File: src/rtl/detprob_engine.sv
module detprob_engine #(
  parameter int DW    = 32,
  parameter int DIM_W = 8
) (
  input  logic             clk,
  input  logic             rst_n,
  input  logic             start,
  input  logic [DIM_W-1:0] dim_in,
  input  logic [DW-1:0]    scale_in,
  input  logic             in_valid,
  input  logic [DW-1:0]    in_data,
  output logic             in_ready,
  output logic             out_valid,
  input  logic             out_ready,
  output logic [DW-1:0]    out_data,
  output logic [DIM_W-1:0] out_row,
  output logic             out_err,
  output logic             done
);
  localparam int PW = 2 * DW;
  localparam int CW = $clog2(PW) + 1;
  localparam logic [DIM_W-1:0] ONE = DIM_W'(1);

  typedef enum logic [1:0] {S_IDLE, S_ACC, S_DIV, S_OUT} st_t;
  st_t st_q;

  logic [DIM_W-1:0] m_q, row_q, col_q;
  logic [DW-1:0]    scale_q, sum_q, diag_q, res_q;
  logic [PW-1:0]    quo_q, dsr_q;
  logic [PW:0]      rem_q;
  logic [CW-1:0]    cnt_q;
  logic             neg_q, err_q, done_q;

  assign in_ready  = st_q == S_ACC;
  assign out_valid = st_q == S_OUT;
  assign out_data  = res_q;
  assign out_row   = row_q;
  assign out_err   = err_q;
  assign done      = done_q;

  wire              acc_fire = in_ready && in_valid;
  wire              last_col = col_q == m_q - ONE;
  wire [DW-1:0]     diag_n   = (col_q == row_q) ? in_data : diag_q;
  wire [DW-1:0]     sum_n    = sum_q + in_data;

  logic signed [PW-1:0] diag_x, scale_x, sum_x, prod;
  assign diag_x  = {{DW{diag_n[DW-1]}}, diag_n};
  assign scale_x = {{DW{scale_q[DW-1]}}, scale_q};
  assign sum_x   = {{DW{sum_n[DW-1]}}, sum_n};
  assign prod    = diag_x * scale_x;

  wire [PW-1:0] prod_abs = prod[PW-1] ? -prod : prod;
  wire [PW-1:0] sum_abs  = sum_x[PW-1] ? -sum_x : sum_x;

  wire [PW:0]   rem_sh = {rem_q[PW-1:0], quo_q[PW-1]};
  wire [PW:0]   sub    = rem_sh - {1'b0, dsr_q};
  wire          ge     = !sub[PW];
  wire [PW-1:0] quo_nx = {quo_q[PW-2:0], ge};
  wire [DW-1:0] q_lo   = quo_nx[DW-1:0];

  always_ff @(posedge clk or negedge rst_n) begin
    if (!rst_n) begin
      st_q <= S_IDLE;
      m_q <= '0; row_q <= '0; col_q <= '0;
      scale_q <= '0; sum_q <= '0; diag_q <= '0; res_q <= '0;
      quo_q <= '0; dsr_q <= '0; rem_q <= '0; cnt_q <= '0;
      neg_q <= 1'b0; err_q <= 1'b0; done_q <= 1'b0;
    end else begin
      case (st_q)
        S_IDLE: if (start) begin
          m_q <= dim_in; scale_q <= scale_in;
          row_q <= '0; col_q <= '0; sum_q <= '0; diag_q <= '0;
          if (dim_in == '0) done_q <= 1'b1;
          else begin
            done_q <= 1'b0;
            st_q   <= S_ACC;
          end
        end
        S_ACC: if (acc_fire) begin
          sum_q  <= sum_n;
          diag_q <= diag_n;
          col_q  <= col_q + ONE;
          if (last_col) begin
            if (sum_n == '0) begin
              res_q <= '0; err_q <= 1'b1; st_q <= S_OUT;
            end else begin
              err_q <= 1'b0;
              neg_q <= prod[PW-1] ^ sum_n[DW-1];
              quo_q <= prod_abs;
              dsr_q <= sum_abs;
              rem_q <= '0;
              cnt_q <= CW'(PW);
              st_q  <= S_DIV;
            end
          end
        end
        S_DIV: begin
          quo_q <= quo_nx;
          rem_q <= ge ? sub : rem_sh;
          cnt_q <= cnt_q - CW'(1);
          if (cnt_q == CW'(1)) begin
            res_q <= neg_q ? -q_lo : q_lo;
            st_q  <= S_OUT;
          end
        end
        S_OUT: if (out_ready) begin
          if (row_q == m_q - ONE) begin
            done_q <= 1'b1;
            st_q   <= S_IDLE;
          end else begin
            row_q <= row_q + ONE;
            col_q <= '0; sum_q <= '0; diag_q <= '0;
            st_q  <= S_ACC;
          end
        end
        default: st_q <= S_IDLE;
      endcase
    end
  end

  p_hold_r6: assert property (@(posedge clk) disable iff (!rst_n)
    out_valid && !out_ready |=> out_valid && $stable(out_data) && $stable(out_row) && $stable(out_err));

  p_no_overlap_r2: assert property (@(posedge clk) disable iff (!rst_n)
    !(in_ready && out_valid));

  p_err_zero_r5: assert property (@(posedge clk) disable iff (!rst_n)
    out_valid && out_err |-> out_data == '0);

  p_done_quiet_r7: assert property (@(posedge clk) disable iff (!rst_n)
    done |-> !in_ready && !out_valid);

  p_row_range_r4: assert property (@(posedge clk) disable iff (!rst_n)
    out_valid |-> out_row < m_q);

  p_last_take_r7: assert property (@(posedge clk) disable iff (!rst_n)
    out_valid && out_ready && out_row == m_q - ONE |=> done);
endmodule

File: config.mk
export PLATFORM = sky130hd
export DESIGN_NAME = detprob_engine
export DESIGN_NICKNAME = d
export VERILOG_FILES = /design/src/rtl/detprob_engine.sv
export SDC_FILE = /design/constraint.sdc
export NUM_CORES = 2
export LEC_CHECK = 0
export ABC_AREA = 1
export BUFFER_PORTS_ARGS = -buffer_cell sky130_fd_sc_hd__buf_2
export CAP_MARGIN = 20
export CORE_AREA = 2 2 400 402
export DETAILED_ROUTE_END_ITERATION = 8
export DIE_AREA = 0 0 402 404
export HOLD_SLACK_MARGIN = 0.05
export PLACE_DENSITY = 0.61
export SLEW_MARGIN = 0
export SYNTH_ARGS = -nofsm -noshare
export SYNTH_HDL_FRONTEND = slang
export SYNTH_SLANG_ARGS = --single-unit
File: constraint.sdc
create_clock -name clk -period 23.9 [get_ports clk]
set_clock_uncertainty 0.15 [all_clocks]
set_input_delay 1.195 -clock clk [delete_from_list [all_inputs] [get_ports clk]]
set_output_delay 1.195 -clock clk [all_outputs]
set_load 0.05 [all_outputs]
== Word level (Yosys, flattened, before mapping) ==
Index checks and enable logic that the tools add are counted.

* Flip-flop bits (word level): 356
* Input port bits: 77
* Logic and storage cells: 113
* Output and inout bits: 44

* Muxes and demuxes: 52
* $mul: 1
* Bitwise logic cells: 2
* Add/sub/neg operators: 9
* Eq/ne operators: 17
* Reductions and logical operators: 17

{| class="wikitable"
|+ Operators with widths
! operator !! count
|-
| 2-to-1 mux 64 bit || 9
|-
| 2-to-1 mux 32 bit || 11
|-
| case mux 64 bit (2 select lines) || 2
|-
| case mux 32 bit (3 select lines) || 2
|-
| subtractor 65 x 64 -> 65 bit || 1
|-
| multiplier 32 x 32 -> 64 bit || 1
|-
| negator 32 -> 64 bit || 1
|-
| negator 64 bit || 1
|-
| case mux 32 bit (2 select lines) || 1
|-
| 2-to-1 mux 8 bit || 6
|-
| adder 32 bit || 1
|-
| zero test 32 bit || 1
|-
| negator 32 bit || 1
|-
| equality test 8 bit || 3
|-
| case mux 8 bit (3 select lines) || 1
|-
| 2-to-1 mux 7 bit || 3
|-
| adder 8 x 1 -> 8 bit (second input constant) || 2
|-
| case mux 8 bit (2 select lines) || 1
|-
| AND reduction 4 bit || 4
|-
| case mux 7 bit (2 select lines) || 1
|-
| 2-to-1 mux 2 bit || 6
|-
| != test 2 x 1 -> 1 bit (second input constant) || 5
|-
| != test 2 bit (second input constant) || 5
|-
| AND reduction 5 bit || 2
|-
| other kinds (19) || 27
|}

== Longest topological paths before layout ==
* Depth in word-level cells: 9
* Gate-level depth with buffers: 51
* Gate-level depth less buffers: 48

== Worst setup path after synthesis ==
Ideal clock, no wire load.

* Path kind: reg-to-reg
* Start: reg row_q[6] (netlist: out_row[6])
* End: reg neg_q
* Data required time: 23.614 ns
* Path buffers: 4
* Slack: 14.154 ns
* Cell stages (with the launch flop): 39
* Setup time: 0.136 ns
* Clock period less this slack: 9.746 ns
* Data arrival time: 9.460 ns
* Path through: dfrtp_1 > inv_1 > nand2_1 > nand4_1 > nor2_1 > nand2_1 > clkbuf_1 > o21ai_0 > clkbuf_1 > nor2_1 > fa_1 > fa_1 > fa_1 > inv_1 > fa_1 > inv_1 > fa_1 > fa_1 > [3 not listed] > fa_1 > ha_1 > nand2_1 > inv_1 > a21oi_1 > nor2_1 > nor2_1 > nand2_1 > a21oi_1 > nand2_1 > a21oi_1 > nand2_1 > nand2_1 > buf_2 > buf_1 > nor2_1 > o21ai_0 > o21ai_0

* Longest elaborated chain between the ends: 4

{| class="wikitable"
|+ RTL lines
! element !! RTL line !! source
|-
| start, declared || 27 || <nowiki>logic [DIM_W-1:0] m_q, row_q, col_q;</nowiki>
|-
| start signal, assigned || 111 || <nowiki>row_q <= row_q + ONE;</nowiki>
|-
| equality test 8 bit || 43 || <nowiki>wire [DW-1:0] diag_n = (col_q == row_q) ? in_data : diag_q;</nowiki>
|-
| 2-to-1 mux 32 bit || 43 ||
|-
| multiplier 32 x 32 -> 64 bit || 50 || <nowiki>assign prod = diag_x * scale_x;</nowiki>
|-
| bitwise XOR 1 bit || 88 || <nowiki>neg_q <= prod[PW-1] ^ sum_n[DW-1];</nowiki>
|-
| end signal, assigned || 88 ||
|-
| end, declared || 32 || <nowiki>logic neg_q, err_q, done_q;</nowiki>
|}

No other way between the ends.
A chain may end at the register's enable or synchronous reset.

== Final worst setup path ==
* Start: reg row_q[0] (netlist: out_row[0])
* End: reg quo_q[25]

* Longest elaborated chain between the ends: 9

{| class="wikitable"
|+ RTL lines
! element !! RTL line !! source
|-
| equality test 8 bit * || 43 ||
|-
| 2-to-1 mux 32 bit * || 43 ||
|-
| multiplier 32 x 32 -> 64 bit * || 50 ||
|-
| negator 64 bit || 52 || <nowiki>wire [PW-1:0] prod_abs = prod[PW-1] ? -prod : prod;</nowiki>
|-
| 2-to-1 mux 64 bit * || 52 ||
|-
| 2-to-1 mux 64 bit * || 84 || <nowiki>if (sum_n == '0) begin</nowiki>
|-
| 2-to-1 mux 64 bit * || 83 || <nowiki>if (last_col) begin</nowiki>
|-
| 2-to-1 mux 64 bit * || 79 || <nowiki>S_ACC: if (acc_fire) begin</nowiki>
|-
| case mux 64 bit (2 select lines) * || 69 || <nowiki>case (st_q)</nowiki>
|-
| end signal, assigned || 89 || <nowiki>quo_q <= prod_abs;</nowiki>
|-
| end signal, assigned || 98 || <nowiki>quo_q <= quo_nx;</nowiki>
|-
| end, declared || 29 || <nowiki>logic [PW-1:0] quo_q, dsr_q;</nowiki>
|}

Every way passes the cells marked *; elsewhere a longest branch is shown, timed or not. The select of a mux whose other input is x is not followed.

==> impl_results.md <==
* Status: finished clean
* Max Root-Sink Buffers at 3
* TritonCTS Buffers at 47
* Sequential element share of the synthesized area at 14.2%
* CP Capture Type: flip-flop
* Initial antenna violation count at 3
* Max-cap check violation count at 0
* Slowest Stage Delay on Critical Path at 0.93 ns
* Multi-input logic area at 46,200 µm²
* Final Setup Violations at 0
* WL final at 214 mm
* Worst Tran Pin Value at 1.19 ns
* Worst hold start: dsr_q[38]$_DFFE_PN0P_
* Vias per cell at 5.21
* Critical path origin: out_row[0]$_DFFE_PN0P_
* # port buffers at 120
* Crit path max fanout at 62
* Register area at 8910 µm²
* RSZ-0062 raised after global routing: false
* WL per Instance at 20.3 µm
* Most common cell on crit path: nand2_1
* CTS Root Cell: clkbuf_16
* Fin nets at 9,854
* GRT overflow at 0
* Die width at 402 µm
* Antenna-violating nets left at 0
* Commonest non-fill, non-tap cells in the layout: nand2_1 (2,088), inv_1 (1,749), fa_1 (1,084), nor2_1 (1,033), dfrtp_1 (356)
* Filler instances at 16,400
* Setup Fix Bufs, Post-CTS at 0
* Largest net degree at the start of global routing at 100
* Worst Path Required at 24.29 ns
* Post_cts resized at 0
* Hold Path Class: reg2reg
* Prevailing post-synth register cell: dfrtp_1
* Async SR Flop Fraction at 100%
* Syn Nets at 9,874
* TritonCTS Sinks at 356
* Hold-fix buffers at CTS at 0
* Top-Level Pins at 121
* DIE HEIGHT at 404 µm
* Worst r2r src: out_row[0]$_DFFE_PN0P_
* Clock slew seen by the registers of the worst setup and hold paths at 0.06 ns
* FP Rows at 146
* R2R setup slack at 12.28 ns
* Gpl congestion at 0.994
* Core area at 158,000 µm²
* Via count of the first global-routing pass at 56,400
* Setup TNS at 0 ns
* Worst EP arrival at 12.01 ns
* Normalized max-slew margin at 20.9%
* Worst-skew pair later-pin latency at 0.67 ns
* Tmin final at 11.62 ns
* Detailed-route DRC error count at 0
* CP Launch Type: flip-flop
* Mapped Cells at 8,421
* Slowest CP cell: fa_1
* Commonest non-fill, non-tap cell in the layout: nand2_1
* Fmax at 86.1 MHz
* GRT Total Usage at 26.9%
* Syn avg cell area at 7.47 µm²
* HPWL Detailed at 174 mm
* Die area at 162,000 µm²
* Synthesis Warnings at 0
* Final Hold Viols at 0
* Max-slew violation count at 0
* Yosys cell types at 64
* Crit path kind: reg2reg
* Initial Util at 39.9%
* Number of synthesized flops with an enable pin at 0
* Wire length of the first global-routing pass at 336 mm
* Vias at 54,800
* H-tree Lvls at 2
* Initial DRC count at 4,342
* Layout cell share with drive strength beyond 1 at 4.84%
* CTS tree: yes
* Yosys reg bits at 356
* Post-Syn Area at 62,900 µm²
* Area growth, synth to finish at 7.03%
* TritonRoute pass-1 iters at 6
* Tcrit/Tclk final at 48.6%
## sequential cells by signal (all words and copies together), names as in the netlist
register,count
dsr_q,64
quo_q,64
rem_q,64
diag_q,32
out_data,32
scale_q,32
sum_q,32
col_q,8
m_q,8
out_row,8
cnt_q,7
st_q,2
done,1
neg_q,1
out_err,1
## per-layer routing
metal	track usage, %	part of all wire [%]	wire [µm]	up-vias
met4	8.14	3.5	7450	2
met3	4.70	8.4	17900	371
li1	-	-	-	25100
met5	0	0.0051	11	-
met2	44.7	47	99600	2075
met1	35.7	41	88600	27200
## cell usage after synthesis (11+ instances only)
cell	instances	area share, %
nand2_1	2092	12
inv_1	1749	10
fa_1	1084	34
nor2_1	1033	6.2
dfrtp_1	356	14
o21ai_0	356	2.8
ha_1	292	5.8
nand3_1	288	2.3
clkbuf_1	223	1.3
a21oi_1	211	1.7
xor2_1	100	1.4
xnor2_1	93	1.3
nand4_1	67	0.67
nor3_1	61	0.49
o21ai_1	55	0.44
o22ai_1	36	0.36
buf_2	24	0.19
a31oi_1	23	0.23
clkinv_1	20	0.12
o211ai_1	17	0.20
o21ai_2	17	0.24
nand3b_1	16	0.19
a21o_1	15	0.18
or2_2	14	0.14
buf_1	13	0.078
buf_4	12	0.14
nor4_1	12	0.12
inv_2	11	0.066
o21a_1	11	0.13
o21bai_1	11	0.13
## cell type report
type	count	share of cell area, %
Clock inverter	16	0.357
Clock buffer	67	2.02
Antenna cell	1	0.00372
Tap cell	2072	3.85
Sequential cell	356	13.2
Multi-Input combinational cell	6004	68.7
Inverter	1780	9.92
Timing Repair Buffer	212	1.96
## stage by stage
stage	cells	hold slack [ns]	utilization [%]	setup slack (ns)	instance area (µm²)
3_5_place_dp	10400	0.303	41.6	12.31	65700
5_1_grt	10500	0.346	42.7	11.29	67400
2_1_floorplan	8421	0.286	-	14.15	62900
3_3_place_gp	10400	0.302	41.6	12.27	65700
6_report	10500	0.317	42.7	12.28	67400
4_1_cts	10500	0.320	42.7	12.25	67300
## cells by family (layout without fill, tap and decap cells)
logic type	after synthesis	in the layout	share of synthesized area (%)
and+or+nand+nor	3623	3623	23.0
buffers and inverters	2061	2075	12.5
adders and majority gates	1376	1376	40.3
AOI/OAI and AO/OA	807	807	7.24
DFF	356	356	14.2
xor gates and xnor gates	197	197	2.79
muxes	1	1	0.0179
other	0	1	0
## final timing paths
path                                          endpoint  cells after the start
worst max-delay path             quo_q[25]$_DFFE_PN0P_                     40
worst min-delay path             dsr_q[38]$_DFFE_PN0P_                      2
worst max register to register   quo_q[25]$_DFFE_PN0P_                     40
worst min register to register   dsr_q[38]$_DFFE_PN0P_                      2
max in group asynchronous        dsr_q[63]$_DFFE_PN0P_                      3
min in group asynchronous       diag_q[25]$_DFFE_PN0P_                      1
## critical path: cells and delay by family, from the launching register on
family,cells,cell delay (ns)
AO/OA/AOI/OAI,5,0.83
adder cells (fa/ha/maj),9,5.24
AND/OR/NAND/NOR,17,2.29
buffers and inverters,8,2.27
XOR/XNOR,1,0.16
flip-flops,1,0.45
Power is left out: the tool's default activity adds up to more than one toggle a clock period on the data nets, which glitch-free logic cannot reach.
